[src/rtl/minsel_pkg.sv]
package minsel_pkg;

  localparam int SW_W = 3;

  typedef logic [SW_W-1:0] sw_state_t;

  // Upper gates: bit 2 = phase a, bit 1 = phase b, bit 0 = phase c
  function automatic logic [SW_W-1:0] upper_gates(input sw_state_t s);
    return {s[2], s[1], s[0]};
  endfunction

  // Lower switches of each leg take the complement
  function automatic logic [SW_W-1:0] lower_gates(input sw_state_t s);
    return ~upper_gates(s);
  endfunction

  // Index number: state read as unsigned binary, phase a as MSB
  function automatic logic [SW_W-1:0] state_index(input sw_state_t s);
    return (SW_W)'(unsigned'(s));
  endfunction

endpackage

[src/rtl/minsel_delay.sv]
module minsel_delay #(
  parameter int W     = 8,
  parameter int DEPTH = 1
) (
  input  logic         clk,
  input  logic         rst_n,
  input  logic [W-1:0] d,
  output logic [W-1:0] q
);

  logic [W-1:0] tap [DEPTH];

  always_ff @(posedge clk or negedge rst_n) begin
    if (!rst_n) begin
      for (int i = 0; i < DEPTH; i++) tap[i] <= '0;
    end else begin
      tap[0] <= d;
      for (int i = 1; i < DEPTH; i++) tap[i] <= tap[i-1];
    end
  end

  assign q = tap[DEPTH-1];

endmodule

[src/rtl/minsel_stage.sv]
module minsel_stage
  import minsel_pkg::*;
#(
  parameter int COST_W = 16
) (
  input  logic              clk,
  input  logic              rst_n,
  input  logic              in_valid,
  input  logic [COST_W-1:0] run_cost,
  input  sw_state_t         run_state,
  input  logic [COST_W-1:0] cand_cost,
  input  sw_state_t         cand_state,
  output logic              sel,
  output logic              out_valid,
  output logic [COST_W-1:0] out_cost,
  output sw_state_t         out_state
);

  // Strict comparison: the earlier (running) candidate keeps ties
  assign sel = (cand_cost < run_cost);

  always_ff @(posedge clk or negedge rst_n) begin
    if (!rst_n) begin
      out_valid <= 1'b0;
      out_cost  <= '0;
      out_state <= '0;
    end else begin
      out_valid <= in_valid;
      out_cost  <= sel ? cand_cost  : run_cost;
      out_state <= sel ? cand_state : run_state;
    end
  end

endmodule

[src/rtl/minsel_drive.sv]
module minsel_drive
  import minsel_pkg::*;
#(
  parameter int COST_W = 16
) (
  input  logic              clk,
  input  logic              rst_n,
  input  logic              fin_valid,
  input  logic [COST_W-1:0] fin_cost,
  input  sw_state_t         fin_state,
  output logic              out_valid,
  output logic [COST_W-1:0] min_cost,
  output logic [SW_W-1:0]   index_num,
  output logic [SW_W-1:0]   gate_hi,
  output logic [SW_W-1:0]   gate_lo
);

  always_ff @(posedge clk or negedge rst_n) begin
    if (!rst_n) begin
      out_valid <= 1'b0;
      min_cost  <= '0;
      index_num <= '0;
      gate_hi   <= upper_gates('0);
      gate_lo   <= lower_gates('0);
    end else begin
      out_valid <= fin_valid;
      if (fin_valid) begin
        min_cost  <= fin_cost;
        index_num <= state_index(fin_state);
        gate_hi   <= upper_gates(fin_state);
        gate_lo   <= lower_gates(fin_state);
      end
    end
  end

endmodule

[src/rtl/min_state_selector.sv]
module min_state_selector
  import minsel_pkg::*;
#(
  parameter int COST_W = 16,
  parameter int N_CAND = 8
) (
  input  logic                     clk,
  input  logic                     rst_n,
  input  logic                     in_valid,
  input  logic [N_CAND*COST_W-1:0] cost_bus,
  input  logic [N_CAND*SW_W-1:0]   state_bus,
  output logic                     out_valid,
  output logic [COST_W-1:0]        min_cost,
  output logic [SW_W-1:0]          index_num,
  output logic [SW_W-1:0]          gate_hi,
  output logic [SW_W-1:0]          gate_lo
);

  localparam int NSTAGE = N_CAND - 1;
  localparam int PAIR_W = COST_W + SW_W;

  logic [COST_W-1:0] cost_vec  [N_CAND];
  sw_state_t         state_vec [N_CAND];

  logic              rin_valid [NSTAGE];
  logic [COST_W-1:0] rin_cost  [NSTAGE];
  sw_state_t         rin_state [NSTAGE];
  logic [COST_W-1:0] cand_cost [NSTAGE];
  sw_state_t         cand_state[NSTAGE];
  logic              st_valid  [NSTAGE];
  logic [COST_W-1:0] st_cost   [NSTAGE];
  sw_state_t         st_state  [NSTAGE];

  // Flattened views of internal events, for the checker
  logic [NSTAGE-1:0]        sel_bus;
  logic [NSTAGE-1:0]        stv_bus;
  logic [NSTAGE-1:0]        rinv_bus;
  logic [NSTAGE*COST_W-1:0] stc_bus;
  logic [NSTAGE*COST_W-1:0] rinc_bus;
  logic [NSTAGE*COST_W-1:0] candc_bus;

  for (genvar j = 0; j < N_CAND; j++) begin : g_unpack
    assign cost_vec[j]  = cost_bus[j*COST_W +: COST_W];
    assign state_vec[j] = state_bus[j*SW_W +: SW_W];
  end

  for (genvar k = 0; k < NSTAGE; k++) begin : g_stage
    if (k == 0) begin : g_head
      assign rin_valid[k]  = in_valid;
      assign rin_cost[k]   = cost_vec[0];
      assign rin_state[k]  = state_vec[0];
      assign cand_cost[k]  = cost_vec[1];
      assign cand_state[k] = state_vec[1];
    end else begin : g_body
      logic [PAIR_W-1:0] pair_d;
      assign rin_valid[k] = st_valid[k-1];
      assign rin_cost[k]  = st_cost[k-1];
      assign rin_state[k] = st_state[k-1];
      // Candidate k+1 waits k cycles to meet the running minimum
      minsel_delay #(.W(PAIR_W), .DEPTH(k)) u_dly (
        .clk   (clk),
        .rst_n (rst_n),
        .d     ({cost_vec[k+1], state_vec[k+1]}),
        .q     (pair_d)
      );
      assign cand_cost[k]  = pair_d[PAIR_W-1:SW_W];
      assign cand_state[k] = pair_d[SW_W-1:0];
    end

    minsel_stage #(.COST_W(COST_W)) u_stg (
      .clk        (clk),
      .rst_n      (rst_n),
      .in_valid   (rin_valid[k]),
      .run_cost   (rin_cost[k]),
      .run_state  (rin_state[k]),
      .cand_cost  (cand_cost[k]),
      .cand_state (cand_state[k]),
      .sel        (sel_bus[k]),
      .out_valid  (st_valid[k]),
      .out_cost   (st_cost[k]),
      .out_state  (st_state[k])
    );

    assign stv_bus[k]                     = st_valid[k];
    assign rinv_bus[k]                    = rin_valid[k];
    assign stc_bus[k*COST_W +: COST_W]    = st_cost[k];
    assign rinc_bus[k*COST_W +: COST_W]   = rin_cost[k];
    assign candc_bus[k*COST_W +: COST_W]  = cand_cost[k];
  end

  minsel_drive #(.COST_W(COST_W)) u_drv (
    .clk       (clk),
    .rst_n     (rst_n),
    .fin_valid (st_valid[NSTAGE-1]),
    .fin_cost  (st_cost[NSTAGE-1]),
    .fin_state (st_state[NSTAGE-1]),
    .out_valid (out_valid),
    .min_cost  (min_cost),
    .index_num (index_num),
    .gate_hi   (gate_hi),
    .gate_lo   (gate_lo)
  );

endmodule

[config.mk]
export PLATFORM = sky130hd
export DESIGN_NAME = min_state_selector
export DESIGN_NICKNAME = d
export VERILOG_FILES = /design/src/rtl/minsel_pkg.sv /design/src/rtl/minsel_delay.sv /design/src/rtl/minsel_stage.sv /design/src/rtl/minsel_drive.sv /design/src/rtl/min_state_selector.sv
export SDC_FILE = /design/constraint.sdc
export NUM_CORES = 1
export LEC_CHECK = 0
export ABC_CLOCK_PERIOD_IN_PS = 5950
export BUFFER_PORTS_ARGS = -buffer_cell sky130_fd_sc_hd__clkbuf_2
export CAP_MARGIN = 20
export CORE_AREA = 4 4 258 260
export DETAILED_ROUTE_END_ITERATION = 6
export DIE_AREA = 0 0 262 264
export SETUP_SLACK_MARGIN = 0.5
export SLEW_MARGIN = 20
export SYNTH_ARGS = -nofsm -noshare
export SYNTH_HDL_FRONTEND = slang
export SYNTH_SLANG_ARGS = --single-unit
[constraint.sdc]
create_clock -name clk -period 5.95 [get_ports clk]
set_input_delay 1.19 -clock clk [delete_from_list [all_inputs] [get_ports clk]]
set_output_delay 1.19 -clock clk [all_outputs]
set_load 0.03 [all_outputs]
# Word level (Yosys, flattened, before mapping)
# Cells that the tools add are included.
# Widths: inputs -> output; s select.
[word_totals]
regBits = 562
wordCells = 68
[op_classes]
order_cmp = 7
mux = 14
bitwise = 1
[op_table]
columns = ["cell", "count"]
rows = [
  ["$lt 16x16->1", 7],
  ["$mux 16", 7],
  ["$mux 3", 7],
  ["$not 3->3", 1],
]

# Depth between registers and ports, before layout
[logic_depth]
word_depth = 2
depth_mapped = 9

# Cells and area by module
# From an unflattened synthesis, not the netlist that was laid out.
[hier_totals]
cells_unflattened = 1184
hier_area_um2 = 20119.3
[by_module_without_submodules]
columns = ["mod", "instances", "cells_per_inst", "area_each_um2"]
rows = [
  ["minsel_stage", 7, 91, 1211.2],
  ["minsel_delay at g_stage[6].g_body.u_dly", 1, 133, 2995.4],
  ["minsel_delay at g_stage[5].g_body.u_dly", 1, 114, 2519.9],
  ["minsel_delay at g_stage[4].g_body.u_dly", 1, 95, 2044.5],
  ["minsel_delay at g_stage[3].g_body.u_dly", 1, 76, 1569.0],
  ["minsel_delay at g_stage[2].g_body.u_dly", 1, 57, 1093.5],
  ["minsel_drive", 1, 53, 943.4],
  ["minsel_delay at g_stage[1].g_body.u_dly", 1, 19, 475.5],
]

# Least setup slack after synthesis
# OpenSTA, ideal clock, no wires.
[synth_timing]
path_type = "input-to-reg"
startpoint = "input port cost_bus[13]"
endpoint = "register g_stage[0].u_stg.out_cost[10]"
setup_ps = 125
arrival_time_ps = 3001
required_ps = 5825
path_slack_ps = 2824
path_stages = 8
n_path_buf = 1
path_cell_list = "inv_1 -> ha_1 -> a211oi_1 -> nor2_1 -> a311o_1 -> a211oi_4 -> buf_8 -> mux2_4"
[synth_via]
elab_chain_len = 2
[synth_rtl]
columns = ["element", "line", "rtl"]
rows = [
  ["start, declared", "min_state_selector.sv:10", "input logic [N_CAND*COST_W-1:0] cost_bus,"],
  ["$lt 16x16->1", "minsel_stage.sv:20", "assign sel = (cand_cost < run_cost);"],
  ["$mux 16", "minsel_stage.sv:29", "out_cost <= sel ? cand_cost : run_cost;"],
  ["end signal, assigned", "minsel_stage.sv:29", ""],
  ["end, declared", "minsel_stage.sv:15", "output logic [COST_W-1:0] out_cost,"],
]
# Every way passes these cells.
# A chain may end at the register's enable or synchronous reset.

# Worst setup path after layout
[layout_timing]
startpoint = "register g_stage[4].g_body.u_dly.tap (netlist bit g_stage[4].g_body.u_dly.q[8])"
endpoint = "register g_stage[4].u_stg.out_cost[2]"
[layout_via]
elab_chain_len = 2
[layout_rtl]
columns = ["element", "line", "rtl"]
rows = [
  ["start, declared", "minsel_delay.sv:11", "logic [W-1:0] tap [DEPTH];"],
  ["$lt 16x16->1", "minsel_stage.sv:20", ""],
  ["$mux 16", "minsel_stage.sv:29", ""],
  ["end signal, assigned", "minsel_stage.sv:29", ""],
  ["end, declared", "minsel_stage.sv:15", ""],
]
# Every way passes these cells.

==> results.yml <==
global_routing:
  grt_usage_pct: 9.93
  grt_max_degree: 165
  antenna_found_initial: 6
  grt_pass1_wl_um: 54000
  grt.overflow.total: 0
  grt_pass1_vias: 10200
cts:
  cts.path.max_buffers: 3
  postCtsHoldBufs: 0
  root_buffer: "clkbuf_16"
  cts_buffers: 56
  cts_resized: 0
  cts_max_level: 2
  path_clk_slew_ns: 0.06
  cts_tree: "built"
  clk_latency_ns: 0.60
  numClockSinks: 562
  postCtsSetupBuffers: 0
timing:
  hold_violations: 0
  maxSlewViolCount: 0
  setup_violations: 0
  finClkSkew_ns: 0.0107
  period_share_pct: 46.9
  rsz0062_at_grt: "no"
  layout_min_cycle_time_ns: 2.79
  timing.hold.ws_ns: 0.344
  tightest_slew_ns: 0.946
  timing.fmax_mhz: 359
  slew_headroom_pct: 36.9
  finalSetupTns_ns: 0
worst_setup_path:
  r2r_cells: 7
  cp-start-kind: "flop"
  crit_chain: "ha_1 > a21o_1 > a21oi_1 > o221ai_1 > a211oi_4 > buf_4 > mux2_2"
  arrival_ns: 3.26
  crit_type: "flop to flop"
  r2r_end: "g_stage[4].u_stg.out_cost[2]"
  worst_ep_required_time_ns: 6.42
  reg2reg_from: "g_stage[4].g_body.u_dly.q[8]"
  cp_slowest_cell: "a211oi_4"
  rrSetupSlack_ns: 3.16
  cp_max_fo: 11
  max_stage_delay_ns: 0.61
  end_kind: "flop"
floorplanning:
  fp-row-count: 93
  die_area_um2: 69200
  dieWidth_um: 262
  initial_core_util_pct: 29.7
  die_h_um: 264
  io_pins: 181
  core_area_um2: 64100
final_layout:
  final_cell_mix: "dfrtp_1 (559), clkbuf_2 (179), inv_1 (113), ha_1 (105), mux2_2 (88)"
  multi_input_area_um2: 4430
  drive_above_1_share_pct: 34.0
  area_growth_syn_to_layout_pct: 20.7
  nFillCells: 6045
  nNetsFinal: 1578
  regArea_um2: 14100
  final-instance-count-excl-fill: 2220
  final_common_cell: "dfrtp_1"
power_and_ir_drop:
  powerDensity_nw_per_um2: 428
  leakagePower_nw: 10.9
  ir_worst_vdd_mv: 0.232
  p_total_mw: 9.85
min_path:
  min_path_cells: 0
  hold_start: "g_stage[3].g_body.u_dly.tap[51]"
  min_path_type: "flop to flop"
  holdPathEnd: "g_stage[3].g_body.u_dly.tap[32]"
routing:
  drtAntennaViolNets: 0
  drt_pre_antenna_iters: 3
  drtIter0Drc: 435
  viasPerCell: 4.01
  drt_wl_total_um: 33300
  vias: 8900
  wl_per_cell_um: 15.0
  drc_errors: 0
run:
  maxCapViolations: 0
status:
  outcome: "finished, final reports clean"
synth:
  syn_inst: 1084
  syn_area_um2: 19100
  synth-seq-area-share_pct: 73.8
  yosys_register_bits: 562
  synth_area_leaders: "dfrtp_1 (73%), ha_1 (6.9%), mux2_2 (5.2%)"
  synth_top_area_share_pct: 73.4
  syn_area_per_cell_um2: 17.6
  synth_nets: 1344
  ys_warn_count: 0
  ys_types: 31
  post-synth-top-area-cell: "dfrtp_1"
placement:
  dp.cells: 2115
  dpl.hpwl_um: 23900
  globalplace.congestion: 0.776
  io_buffers: 180
[per-stage QoR]
step           worst slack (ns)  utilization, %  cell area [um^2]
3_5_place_dp               2.65            32.8             21000
3_3_place_gp               2.68            32.8             21000
4_1_cts                    3.11            35.9             23000
2_1_floorplan              2.82               -             19100
5_1_grt                    2.99            35.9             23000
6_report                   3.16            35.9             23000
[report_power, final]
part	switching, mW	internal (mW)	leakage (nW)
Clock	1.45	2.21	0.964
Combinational	0.850	0.785	3.43
Sequential	0.237	4.32	6.55
[final cells by class]
class,count,share of cell area [%]
clock inverters,24,1.37
clock buffers,79,7.21
well taps,855,4.65
repair buffers,190,4.50
inverters,113,1.84
multi-input cells,395,19.3
diodes,2,0.0217
flip-flops and latches,562,61.1
[how the worst max path moves through the flow]
stage | from | end | slack (ns) | depth (start not counted)
global route | g_stage[3].u_stg.out_cost[11] | g_stage[4].u_stg.out_cost[4] | 2.99 | 8
CTS | g_stage[4].g_body.u_dly.q[14] | g_stage[4].u_stg.out_cost[2] | 3.11 | 7
detailed placement | cost_bus[11] | g_stage[0].u_stg.out_cost[0] | 2.65 | 9
global placement | cost_bus[13] | g_stage[0].u_stg.out_cost[1] | 2.68 | 9
finish | g_stage[4].g_body.u_dly.q[8] | g_stage[4].u_stg.out_cost[2] | 3.16 | 7
floorplan | cost_bus[13] | g_stage[0].u_stg.out_cost[10] | 2.82 | 8
[state kept, by name, indices dropped and copies added, names as in the netlist]
signal,cells
u_drv.gate_lo,3
u_drv.min_cost,16
u_drv.index_num,3
g_stage.u_stg.out_valid,7
g_stage.u_stg.out_cost,112
g_stage.g_body.u_dly.q,114
u_drv.out_valid,1
g_stage.u_stg.out_state,21
g_stage.g_body.u_dly.tap,285
[critical path: cells and delay by family (launching register included)]
family	cells	cell delay, ns
fa+ha+maj	1	0.32
buf+inv	1	0.33
compound gates	4	1.23
mux	1	0.38
flops	1	0.39
[Yosys cell counts (all sizes together)]
cell type / number
dfrtp: 559
mux2: 152
inv: 113
ha: 105
a21oi: 23
o21ai: 15
a2111oi: 14
and4: 14
nand2: 14
a211oi: 13
buf: 11
nor2: 8
a21o: 7
nand2b: 7
nand4: 7
o221ai: 7
a311o: 6
clkbuf: 3
dfstp: 3
a211o: 1
a31oi: 1
mux2i: 1
[metal layers]
metal  up-vias  part of all wire, %  global-route usage [%]
met5         -                 0.13                       0
met4         8                  2.6                    3.37
met3        63                  7.2                    3.35
met2       181                   50                    17.1
met1      4504                   40                    11.6
li1       4144                    -                       -
[kinds of logic after synthesis]
| kind of cell | count (synthesis) | synth area share (%) |
|---|---|---|
| AO/OA/AOI/OAI | 87 | 4.38 |
| adder cells (fa/ha/maj) | 105 | 6.89 |
| AND/OR/NAND/NOR | 50 | 1.77 |
| buffers and inverters | 127 | 2.93 |
| flip-flops | 562 | 73.8 |
| multiplexers | 153 | 10.2 |
Power figures use the tool's default switching activity.
